`config.mk`:
```
export PLATFORM = sky130hd
export DESIGN_NAME = line_tx_framer
export DESIGN_NICKNAME = d
export VERILOG_FILES = /design/src/rtl/line_tx_framer.sv
export SDC_FILE = /design/constraint.sdc
export NUM_CORES = 1
export LEC_CHECK = 0
export ABC_AREA = 1
export ABC_CLOCK_PERIOD_IN_PS = 4700
export BUFFER_PORTS_ARGS = -buffer_cell sky130_fd_sc_hd__buf_2
export CAP_MARGIN = 20
export CORE_MARGIN = 2
export CORE_UTILIZATION = 44
export DETAILED_ROUTE_END_ITERATION = 12
export PLACE_DENSITY_LB_ADDON = 0.25
export RECOVER_POWER = 50
export SKIP_CTS_REPAIR_TIMING = 1
export SYNTH_ARGS = -nofsm -noshare
export SYNTH_HDL_FRONTEND = slang
export SYNTH_SLANG_ARGS = --single-unit
```
`constraint.sdc`:
```
create_clock -name clk -period 4.7 [get_ports clk]
set_input_delay 0.705 -clock clk [delete_from_list [all_inputs] [get_ports clk]]
set_output_delay 0.705 -clock clk [all_outputs]
set_load 0.05 [all_outputs]
```
`src/rtl/line_tx_framer.sv`:
```
module line_tx_framer #(
  parameter int DIV_HI = 32,
  parameter int DIV_LO = 64
) (
  input  logic        clk,
  input  logic        rst_n,
  input  logic        rate_hi,
  input  logic        master,
  input  logic        prescr_en,
  input  logic [15:0] b_data,
  input  logic [1:0]  d_bits,
  input  logic        hk,
  output logic        sym_out,
  output logic        sym_stb,
  output logic        frame_start
);
  localparam int DW = (DIV_LO > DIV_HI) ? $clog2(DIV_LO + 1) : $clog2(DIV_HI + 1);
  localparam int SCR_LEN = 23;
  localparam int PRE_LEN = 7;
  localparam logic [PRE_LEN-1:0] PRE_SEED = '1;

  logic [DW-1:0]        div_q;
  logic                 half_q, rate_q, ms_q, pe_q, sync_q, dif_q;
  logic [4:0]           idx_q;
  logic [18:0]          word_q;
  logic [PRE_LEN-1:0]   pre_q;
  logic [SCR_LEN-1:0]   scr_q;

  logic [DW-1:0] div_last;
  logic          tick, start, ms_sel, raw, tap, scr_bit, enc_bit;
  logic [4:0]    idx_last;
  logic [18:0]   word_ld;

  assign div_last = rate_q ? DW'(DIV_HI - 1) : DW'(DIV_LO - 1);
  assign tick     = (div_q == div_last);
  assign start    = tick && !half_q && (idx_q == 5'd0);
  assign idx_last = rate_q ? 5'd19 : 5'd9;
  assign ms_sel   = start ? master : ms_q;
  assign raw      = (idx_q == 5'd0) ? sync_q : (word_q[18] ^ (pe_q & pre_q[PRE_LEN-1]));
  assign tap      = ms_sel ? scr_q[4] : scr_q[17];
  assign scr_bit  = raw ^ tap ^ scr_q[SCR_LEN-1];
  assign enc_bit  = scr_bit ^ dif_q;
  assign word_ld  = rate_hi ? {b_data, d_bits[0], d_bits[1], hk}
                            : {b_data[7:0], d_bits[0], 10'b0};

  always_ff @(posedge clk) begin
    if (!rst_n) begin
      div_q       <= '0;
      half_q      <= 1'b0;
      idx_q       <= '0;
      rate_q      <= 1'b0;
      ms_q        <= 1'b0;
      pe_q        <= 1'b0;
      sync_q      <= 1'b1;
      dif_q       <= 1'b0;
      word_q      <= '0;
      pre_q       <= PRE_SEED;
      scr_q       <= '1;
      sym_out     <= 1'b0;
      sym_stb     <= 1'b0;
      frame_start <= 1'b0;
    end else begin
      sym_stb     <= tick;
      frame_start <= start;
      div_q       <= tick ? '0 : div_q + 1'b1;
      if (tick) begin
        if (!half_q) begin
          sym_out <= enc_bit;
          dif_q   <= enc_bit;
          scr_q   <= {scr_q[SCR_LEN-2:0], scr_bit};
          half_q  <= 1'b1;
          if (idx_q == 5'd0) begin
            rate_q <= rate_hi;
            ms_q   <= master;
            pe_q   <= prescr_en;
            word_q <= word_ld;
            pre_q  <= PRE_SEED;
            sync_q <= ~sync_q;
          end else begin
            word_q <= {word_q[17:0], 1'b0};
            pre_q  <= {pre_q[PRE_LEN-2:0], pre_q[6] ^ pre_q[5]};
          end
        end else begin
          sym_out <= ~dif_q;
          half_q  <= 1'b0;
          idx_q   <= (idx_q == idx_last) ? 5'd0 : idx_q + 5'd1;
        end
      end
    end
  end
endmodule

```
* Word-level counts from Yosys, hierarchy flattened *
Index checks and enable logic that the tools add are counted.

storage, ports and cells
  register bits after elaboration = 70
  bits in latches = 0
  RAM bits = 0
  memory bits (read-only) = 0
  output and inout bits = 3
  memories = 0

operators by class
  add/sub/neg operators = 2
  $mul = 0
  divide/modulo/power cells = 0
  order comparisons = 0
  equality and inequality tests = 2
  shift operators = 0
  multiplexer cells = 11
  bitwise operators = 10
  reductions and logical operators = 8

operators by type and width
  kind                   count
  $mux W19               2
  $mux W5                2
  $add A7 B1 Y7 const B  1
  $eq A7 B6 Y1           1
  $mux W7                1
  $mux W6                1
  $add A5 B1 Y5 const B  1
  $eq A5 B5 Y1           1
  $logic_not A5 Y1       1
  $mux W1                5
  $xor A1 B1 Y1          5
  $not A1 Y1             4
  $reduce_and A2 Y1      2
  $reduce_and A3 Y1      1
  $logic_and A1 B1 Y1    2
  $reduce_or A2 Y1       1
  $and A1 B1 Y1          1
  $logic_not A1 Y1       1

* Depth between registers and ports, before layout *
Gate-level depths: netlist (run 1).

  word-level depth = 10
  mapped depth = 14
  mapped depth without buffers = 14

* Least setup slack after synthesis (run 1) *
OpenSTA, ideal clock, no wires.

  path kind = input-to-reg
  start point = input rate_hi
  end point = register word_q[13]
  setup time = 134 ps
  arrival = 1616 ps
  required time = 4566 ps
  slack = 2950 ps
  cell stages on the path = 4
  cell sequence = clkbuf_1 -> mux2_2 -> a211oi_1 -> a211oi_1

between the ends
  word-level cells in the longest chain between the ends = 2

RTL lines
  element                 line  RTL
  start: declaration      7     input logic rate_hi,
  $mux W19                43    assign word_ld = rate_hi ? {b_data, d_bits[0], d_bits[1], hk}
  $mux W19                72    if (idx_q == 5'd0) begin
  end signal: assignment  76    word_q <= word_ld;
  end signal: assignment  80    word_q <= {word_q[17:0], 1'b0};
  end: declaration        25    logic [18:0] word_q;

Every way passes these cells.
A chain may end at the register's enable or synchronous reset.

==> flow_summary.yaml, run 1 <==
status:
  status: "finished with violations"
  violations: "max-capacitance violations, max-slew violations"
grt:
  gr-total-overflow: 0
  grt_pass1_wl_mm: 10.41
  grt_pass1_vias: 2160
  grt_max_degree: 52
  antenna_found_initial: 0
  track_usage: 0.1756
drt:
  ant_nets: 0
  wirelength_mm: 6.084
  drc: 0
  vias_per_cell: 5.256
  num_vias: 2570
  wl_per_cell_um: 12.44
  drtIter0Drc: 164
  first_pass_iters: 4
worst_setup_path:
  ff2ff_setup_slack_ps: 2150
  r2r_start: "div_q[0]$_SDFF_PP0_"
  crit_type: "in2reg"
  start_kind: "input port"
  arrival_ps: 3400
  crit_path_end_kind: "register"
  r2r_end: "word_q[17]$_SDFFE_PN0N_"
  ff2ff_path_depth: 8
  cp.required_ps: 4950
  path_max_fanout: 40
timing:
  finalCriticalPeriod_ps: 3158
  final.setup.tns_ps: 0
  max_freq_mhz: 316.7
  fin_ws_ps: 1542
  hold_violations: 0
  fin_hold_ws_ps: 455.9
  slew_viol_final: 41
  worst_pin_slew_ps: 1708
  finalSetupViolCount: 0
  grt_setup_unrepaired: "no"
  fin_crit_sh: 0.6719
  finClkSkew_ps: 10.04
  relSlewSlack: -0.1385
place:
  io_buffers: 26
  place_inst: 474
  hpwl_mm: 3.969
  placed_cell_area_um2: 3197
  place.gp.congestion: 0.8050
  dp_slack_ps: 2159
synthesis:
  synth_edf_count: 0
  seq_area_frac_synth: 0.4575
  syn-num-nets: 417
  synth_compound_area_frac: 0.1654
  netlist_instances: 390
  postSynthAreaPerCell_um2: 7.854
  synthArstFlopShare: 0
  netlist_area_um2: 3063
  ys_ff_latch: 70
  ys_types: 32
  synth-simple-area-share: 0.2390
  synth_top_family_by_area: "simple AND/OR/NAND/NOR gates"
  muxShareOfSynthArea: 0.03309
  ys.flop_type: "dfxtp_1"
  yosys.area_share.adder: 0.01225
  synth-xor-area-share: 0.008578
  ys_warn_count: 0
hold_path:
  holdPathEnd: "pre_q[4]$_SDFFE_PN1N_"
  whs_path_depth: 2
  worstHoldStart: "pre_q[4]$_SDFFE_PN1N_"
  hp-class: "reg2reg"
flow_run:
  drv_cap: 1
die:
  core_area_um2: 6756
  die_h_um: 87.44
  io_pins: 27
  num_rows: 30
  initial_core_util: 0.4533
  fp.dieW_um: 87.44
  dieArea_um2: 7645
pwr:
  p_leak_nw: 1.351
  peakVddDrop_uv: 177.8
  total_power_mw: 1.038
  power.density_nw_per_um2: 310.1
layout:
  antennaDiodeCount: 0
  nNetsFinal: 432
  drive_above_1_share: 0.1589
  fin_area_um2: 3347
  final_cells: 489
  final_util: 0.4954
  num-fill-cells: 677
  area_growth_pct: 9.273
clock_tree:
  numCtsBuffers: 9
  cts_sinks: 70
  clockBufferDepth: 2
  htreeDepth: 3
  cts_tree: "yes"
  root_buffer: "clkbuf_8"
  worst_skew_pair.late_latency_ps: 350
  clk_transition_reported_paths_ps: 70
==> area by class of cell <==
class	instances	area, µm²	area share
inverter	43	161.4	0.04822
timing repair buffer	26	125.1	0.03738
clock inverter	5	27.53	0.008224
sequential	70	1401	0.4187
clock buffer	10	127.6	0.03813
multi-input combinational	255	1404	0.4194
tap	80	100.1	0.02991
==> state kept, by name, indices dropped and copies added (netlist names), 5 cells and up <==
name    flops
scr_q      23
word_q     19
pre_q       7
div_q       7
idx_q       5
==> kinds of logic after synthesis <==
logic type | count (synthesis)
XOR/XNOR | 3
buffers and inverters | 65
multiplexers | 9
AND/OR/NAND/NOR | 153
flip-flops | 70
adder cells (fa/ha/maj) | 3
AO/OA/AOI/OAI | 87
==> Yosys cell counts, types with 9 or more instances <==
| cell | n | share of area |
|---|---|---|
| nand3_1 | 36 | 0.059 |
| inv_1 | 38 | 0.047 |
| a31oi_1 | 9 | 0.018 |
| a211oi_1 | 19 | 0.047 |
| o21ai_0 | 26 | 0.042 |
| nor2_1 | 31 | 0.038 |
| clkbuf_1 | 13 | 0.016 |
| nand2_1 | 63 | 0.077 |
| a21oi_1 | 26 | 0.042 |
| mux2_2 | 9 | 0.033 |
| dfxtp_1 | 70 | 0.46 |
==> cells in the final DEF, fill, tap and decap left out, types with 4 or more instances in the layout <==
cell and instances:
a31oi_1 9, clkbuf_8 9, dfxtp_1 70, o21ai_0 27, nand2_1 63, inv_2 5, nand3_1 36, nor2_1 31
inv_1 38, mux2_2 9, buf_2 22, nand2_2 4, clkinv_2 4, clkbuf_1 5, nand4_1 5, a21oi_1 26
nand3_2 5, a211oi_1 19
==> layer usage <==
| metal | routed length, µm | share of wire | GRT usage |
|---|---|---|---|
| met1 | 3151 | 0.52 | 0.2462 |
| met2 | 2595 | 0.43 | 0.2534 |
| met3 | 244 | 0.040 | 0.04929 |
| met4 | 93 | 0.015 | 0.07133 |
| met5 | 0 | 0 | 0 |
==> power breakdown <==
group          switching (mW)  internal (mW)
clock network           0.218          0.185
registers             0.00170          0.595
logic                  0.0222         0.0169
==> critical path, cell delays in order <==
cell	delay [ps]
clkbuf_1	1200
inv_1	850
nor2_1	440
nand3_1	110
o31ai_1	80
==> worst max path at each step <==
stage	startpoint	to	slack (ps)	depth (start not counted)
global placement	rst_n	word_q[0]$_SDFFE_PN0N_	2220	5
detailed placement	div_q[0]$_SDFF_PP0_	word_q[14]$_SDFFE_PN0N_	2160	8
CTS	div_q[0]$_SDFF_PP0_	word_q[16]$_SDFFE_PN0N_	2140	8
floorplan	rate_hi	word_q[13]$_SDFFE_PN0N_	2950	4
global route	rst_n	word_q[0]$_SDFFE_PN0N_	1280	5
finish	rst_n	word_q[0]$_SDFFE_PN0N_	1540	5
(Power assumes the default switching activity.)
==> run 2, diff against run 1 <==
ABC_CLOCK_PERIOD_IN_PS = 2900   (was 4700)
clock period = 2.9 ns   (was 4.7 ns; I/O delays follow)
==> run 2 against run 1 <==
Compared with the run above:
- the flow now finishes without violations
- largest power group unchanged
- flip-flop and latch count is the same
- final cell count is 1.0% higher
- largest cell class is now registers
- highest routed layer unchanged
- utilization increased by 0.17 points
==> flow_summary.yaml, run 2 (synthesis results as in run 1) <==
status:
  status: "completed"
worst_setup_path:
  start_kind: "register"
  crit_path_top_delay_cell: "inv_2"
  cp.required_ps: 3100
  crit_top_cell: "a211oi_1"
  arrival_ps: 2530
  cp_cell_sequence: "ha_1, nand3_1, nor2_1, nand2_1, nor2_8, inv_2, a211oi_1, a211oi_1"
  path_max_fanout: 50
  max_stage_delay_ps: 400
  crit_type: "reg2reg"
  crit_path_end_kind: "register"
timing:
  relSlewSlack: 0.4721
  finalSetupViolCount: 0
  final.setup.tns_ps: 0
  fin_crit_sh: 0.8061
  worst_pin_slew_ps: 790.7
  finalCriticalPeriod_ps: 2338
  finClkSkew_ps: 6.981
  grt_setup_unrepaired: "no"
  fin_ws_ps: 562.2
  max_freq_mhz: 427.8
  hold_violations: 0
  slew_viol_final: 0
drt:
  ant_nets: 0
  wirelength_mm: 6.116
  drtIter0Drc: 181
  vias_per_cell: 5.239
  num_vias: 2588
  first_pass_iters: 4
  drc: 0
  wl_per_cell_um: 12.38
clock_tree:
  htreeDepth: 3
  clk_transition_reported_paths_ps: 70
  worst_skew_pair.late_latency_ps: 340
  numCtsBuffers: 9
  cts_sinks: 70
  root_buffer: "clkbuf_8"
  cts_tree: "yes"
  clockBufferDepth: 2
grt:
  track_usage: 0.1736
  antenna_found_initial: 0
  grt_pass1_wl_mm: 10.41
  grt_max_degree: 51
  grt_pass1_vias: 2369
  gr-total-overflow: 0
layout:
  final_cell_mix: "dfxtp_1 (70), nand2_1 (64), inv_1 (38), nand3_1 (38), nor2_1 (34)"
  regMostFlops: "scr_q"
  antennaDiodeCount: 0
  area_growth_pct: 9.640
  nNetsFinal: 436
  largest_register_ffs: 23
  drive_above_1_share: 0.1546
  final_common_cell: "dfxtp_1"
  largest_registers: "scr_q: 23 flops, word_q: 19 flops"
  final_util: 0.4970
pwr:
  power.density_nw_per_um2: 511.3
  peakVddDrop_uv: 272.2
  total_power_mw: 1.717
  p_leak_nw: 1.359
die:
  num_rows: 30
  core_area_um2: 6756
  die_h_um: 87.44
  initial_core_util: 0.4533
  fp.dieW_um: 87.44
  dieArea_um2: 7645
  io_pins: 27
hold_path:
  hp-class: "in2reg"
flow_run:
  drv_cap: 0
place:
  hpwl_mm: 4.047
  dp_slack_ps: 694.7
  io_buffers: 26
  place.gp.congestion: 0.7980
-- run 2: cell types whose count changed in the layout (fill, tap and decap cells not counted), sizes merged --
cell    delta
buf        +4
clkbuf     +2
clkinv     -1
-- run 2: worst paths after layout --
kind                         startpoint                       to  slack (ps)  depth (start not counted)
hold / removal                prescr_en        pe_q$_SDFFE_PN0N_         280                          3
setup reg to reg    div_q[0]$_SDFF_PP0_  word_q[14]$_SDFFE_PN0N_         560                          8
hold reg to reg   pre_q[3]$_SDFFE_PN1N_    pre_q[3]$_SDFFE_PN1N_         460                          2
setup / recovery    div_q[0]$_SDFF_PP0_  word_q[14]$_SDFFE_PN0N_         560                          8
-- run 2: area by class of cell --
type	count	area (µm²)
tap	80	100.1
timing repair buffer	30	153.9
fill	678	3398
clock buffer	12	145.1
inverter	43	161.4
sequential	70	1401
multi-input combinational	255	1374
clock inverter	4	22.52
-- run 2: worst max-delay path, delay by kind of cell (launching register included) --
kind                     cells  cell delay, ps
AO/OA/AOI/OAI                2             390
adder cells (fa/ha/maj)      1             220
buffers and inverters        1             400
flip-flops                   1             360
AND/OR/NAND/NOR              4             820
-- run 2: metal layers --
layer	GRT usage	part of all wire	wire length (µm)	vias to the layer above
met5	0	0	0	-
met4	0.04615	0.011	66	0
met3	0.06825	0.043	262	5
met2	0.2810	0.45	2727	47
met1	0.2154	0.50	3059	1188
li1	-	-	-	1348
-- run 2: through the flow --
step / hold slack [ps] / std cells / instance area [µm²]
6_report: 281.0 / 494 / 3358
5_1_grt: 275.4 / 494 / 3358
4_1_cts: 264.9 / 494 / 3395
3_5_place_dp: 441.2 / 478 / 3227
3_3_place_gp: 433.4 / 478 / 3227
2_1_floorplan: 417.9 / 390 / 3063
-- run 2: report_power, final --
part | internal (mW) | switching [mW] | leakage, nW
Combinational | 0.0292 | 0.0359 | 0.707
Clock | 0.330 | 0.355 | 0.0861
Sequential | 0.964 | 0.00273 | 0.566
Total | 1.32 | 0.394 | 1.36
==> run 3, diff against run 2 <==
ABC_AREA = 0   (was 1)
ABC_CLOCK_PERIOD_IN_PS = 2400   (was 2900)
clock period = 2.4 ns   (was 2.9 ns; I/O delays follow)
==> run 3 against run 2 <==
Compared with the run above:
- first-iteration DRC count is 14% lower
- non-clock buffer count rose by 4
- sequential share of layout area decreased by 0.82 points
- worst setup slack got worse by 240 ps
- critical path type unchanged
- critical endpoint is now scr_q[0]$_SDFFE_PN1N_
- largest cell class is now multi-input gates
- largest power group unchanged
==> flow_summary.yaml, run 3 <==
drt:
  drtIter0Drc: 155
  first_pass_iters: 4
  wl_per_cell_um: 12.92
  drc: 0
  wirelength_mm: 5.969
  vias_per_cell: 5.346
  ant_nets: 0
  num_vias: 2470
place:
  io_buffers: 26
  place.gp.congestion: 0.8258
  hpwl_mm: 3.815
  place_inst: 446
status:
  status: "completed"
synthesis:
  ys_warn_count: 0
  synth_top_area_share: 0.4632
  netlist_area_um2: 3025
  yosysTopAreaCell: "dfxtp_1"
  netlist_instances: 358
  ys.flop_type: "dfxtp_1"
  netlist_top_cells_area: "dfxtp_1 (46%), nand2_1 (10%), nand3_1 (7.4%)"
  ys_ff_latch: 70
  synthArstFlopShare: 0
  synth_edf_count: 0
  yosysMostFrequentCell: "nand2_1"
  synthTopCellsByCount: "nand2_1 (83), dfxtp_1 (70), nand3_1 (45)"
  ys_types: 38
  seq_area_frac_synth: 0.4632
  syn-num-nets: 385
  postSynthAreaPerCell_um2: 8.451
pwr:
  sequentialPowerShare: 0.514
  clkPwrFrac: 0.451
  comb_power_share: 0.035
  swShare: 0.2154
  power.density_nw_per_um2: 663.8
  p_sw_mw: 0.4898
  p_int_mw: 1.784
  p_leak_nw: 1.545
  peakVddDrop_uv: 288.2
clock_tree:
  cts_sinks: 70
  root_buffer: "clkbuf_8"
  clockBufferDepth: 2
  cts_tree: "yes"
  worst_skew_pair.late_latency_ps: 340
  numCtsBuffers: 9
  htreeDepth: 3
  clk_transition_reported_paths_ps: 80
die:
  dieArea_um2: 7555
  io_pins: 27
  die_h_um: 86.92
  num_rows: 30
  initial_core_util: 0.4503
  core_area_um2: 6719
  fp.dieW_um: 86.92
timing:
  relSlewSlack: 0.5628
  worst_pin_slew_ps: 655.8
  finClkSkew_ps: 12.19
  hold_violations: 0
  finalCriticalPeriod_ps: 2079
  slew_viol_final: 0
  fin_crit_sh: 0.8661
  grt_setup_unrepaired: "no"
  max_freq_mhz: 481.1
  final.setup.tns_ps: 0
  finalSetupViolCount: 0
layout:
  largest_register_ffs: 23
  drive_above_1_share: 0.1204
  antennaDiodeCount: 0
  final_cells: 462
  area_growth_pct: 13.23
  multiInputGateArea_um2: 1511
  largest_registers: "scr_q: 23 flops, word_q: 19 flops"
  nNetsFinal: 404
  num-fill-cells: 657
  final_cell_mix: "nand2_1 (83), dfxtp_1 (70), nand3_1 (45)"
  regMostFlops: "scr_q"
  final_common_cell: "nand2_1"
  regArea_um2: 1401
worst_setup_path:
  crit_type: "reg2reg"
  start_kind: "register"
  max_stage_delay_ps: 500
  arrival_ps: 2280
  cp_cell_sequence: "inv_1, ha_1, or4b_1, o211ai_1, nor3b_1, xnor2_1, or2_1, nand3_1"
  path_max_fanout: 4
  cp.required_ps: 2600
  crit_path_end_kind: "register"
  crit_path_top_delay_cell: "or4b_1"
grt:
  grt_pass1_vias: 2217
  grt_max_degree: 59
  grt_pass1_wl_mm: 10.16
  antenna_found_initial: 0
  gr-total-overflow: 0
  track_usage: 0.1712
hold_path:
  hp-class: "in2reg"
flow_run:
  drv_cap: 0
## run 3: changes by cell type in the layout (fill, tap and decap cells not counted), moves of 9 or more
cell	change
o21ai_1	+9
o211a_1	+9
nor2_1	-17
a31oi_1	-9
a21oi_1	-25
a211oi_1	-19
o211ai_1	+10
mux2_2	-9
mux2i_1	+15
nand2_1	+19
inv_1	-36
a21boi_1	+11
o21ai_0	-26
## run 3: logic make-up (layout without fill, tap and decap cells)
group                    Yosys count  in the layout  share of synthesized area
AND/OR/NAND/NOR                  183            183                     0.2891
buffers and inverters             28             52                    0.03515
adder cells (fa/ha/maj)            3              3                    0.01241
AO/OA/AOI/OAI                     47             47                     0.1158
flip-flops                        70             70                     0.4632
XOR/XNOR                          12             12                    0.03474
multiplexers                      15             15                    0.04963
## run 3: per-stage QoR
stage | area [µm²] | setup slack [ps] | util | hold WS, ps | power [mW]
6_report | 3426 | 321.4 | 0.5099 | 296.6 | 2.274
4_1_cts | 3451 | 291.3 | 0.5136 | 293.5 | 2.293
3_5_place_dp | 3237 | 316.8 | 0.4818 | 440.6 | 1.276
3_3_place_gp | 3237 | 365.3 | 0.4818 | 434.1 | 1.274
5_1_grt | 3426 | 92.81 | 0.5099 | 293.8 | 2.366
2_1_floorplan | 3025 | 428.4 | - | 417.9 | 1.242
## run 3: power by group through the flow
stage / clock (mW) / combinational [mW] / sequential [mW]
after CTS: 1.04 / 0.0812 / 1.17
after detailed placement: 0 / 0.0811 / 1.20
after floorplan: 0 / 0.0475 / 1.19
after global routing: 1.11 / 0.0890 / 1.17
final: 1.03 / 0.0804 / 1.17
after global placement: 0 / 0.0795 / 1.19
## run 3: final timing paths
kind                          from  slack [ps]  cells after the start               endpoint
max          idx_q[0]$_SDFFE_PN0P_         320                      8  scr_q[0]$_SDFFE_PN1N_
min                      prescr_en         300                      3      pe_q$_SDFFE_PN0N_
min reg2reg    div_q[0]$_SDFF_PP0_         450                      1    div_q[0]$_SDFF_PP0_
max reg2reg  idx_q[0]$_SDFFE_PN0P_         320                      8  scr_q[0]$_SDFFE_PN1N_
## run 3: critical path, delay by kind of cell (launching register included)
family / cells / cell delay [ps]
and+or+nand+nor: 4 / 990
DFF: 1 / 340
xor gates and xnor gates: 1 / 220
adders and majority gates: 1 / 190
buffers and inverters: 1 / 120
AOI/OAI and AO/OA: 1 / 100
## run 3: final cells by class
| type | instances | area share |
|---|---|---|
| clock buffers | 10 | 0.03725 |
| flip-flops and latches | 70 | 0.4091 |
| inverters | 2 | 0.002191 |
| multi-input cells | 260 | 0.4412 |
| well taps | 80 | 0.02922 |
| repair buffers | 34 | 0.05588 |
| clock inverters | 6 | 0.02520 |
## run 3: per-layer routing
metal | part of all wire | track usage
met4 | 0.025 | 0.08097
met5 | 0 | 0
met3 | 0.021 | 0.04929
met2 | 0.45 | 0.2609
met1 | 0.50 | 0.2232
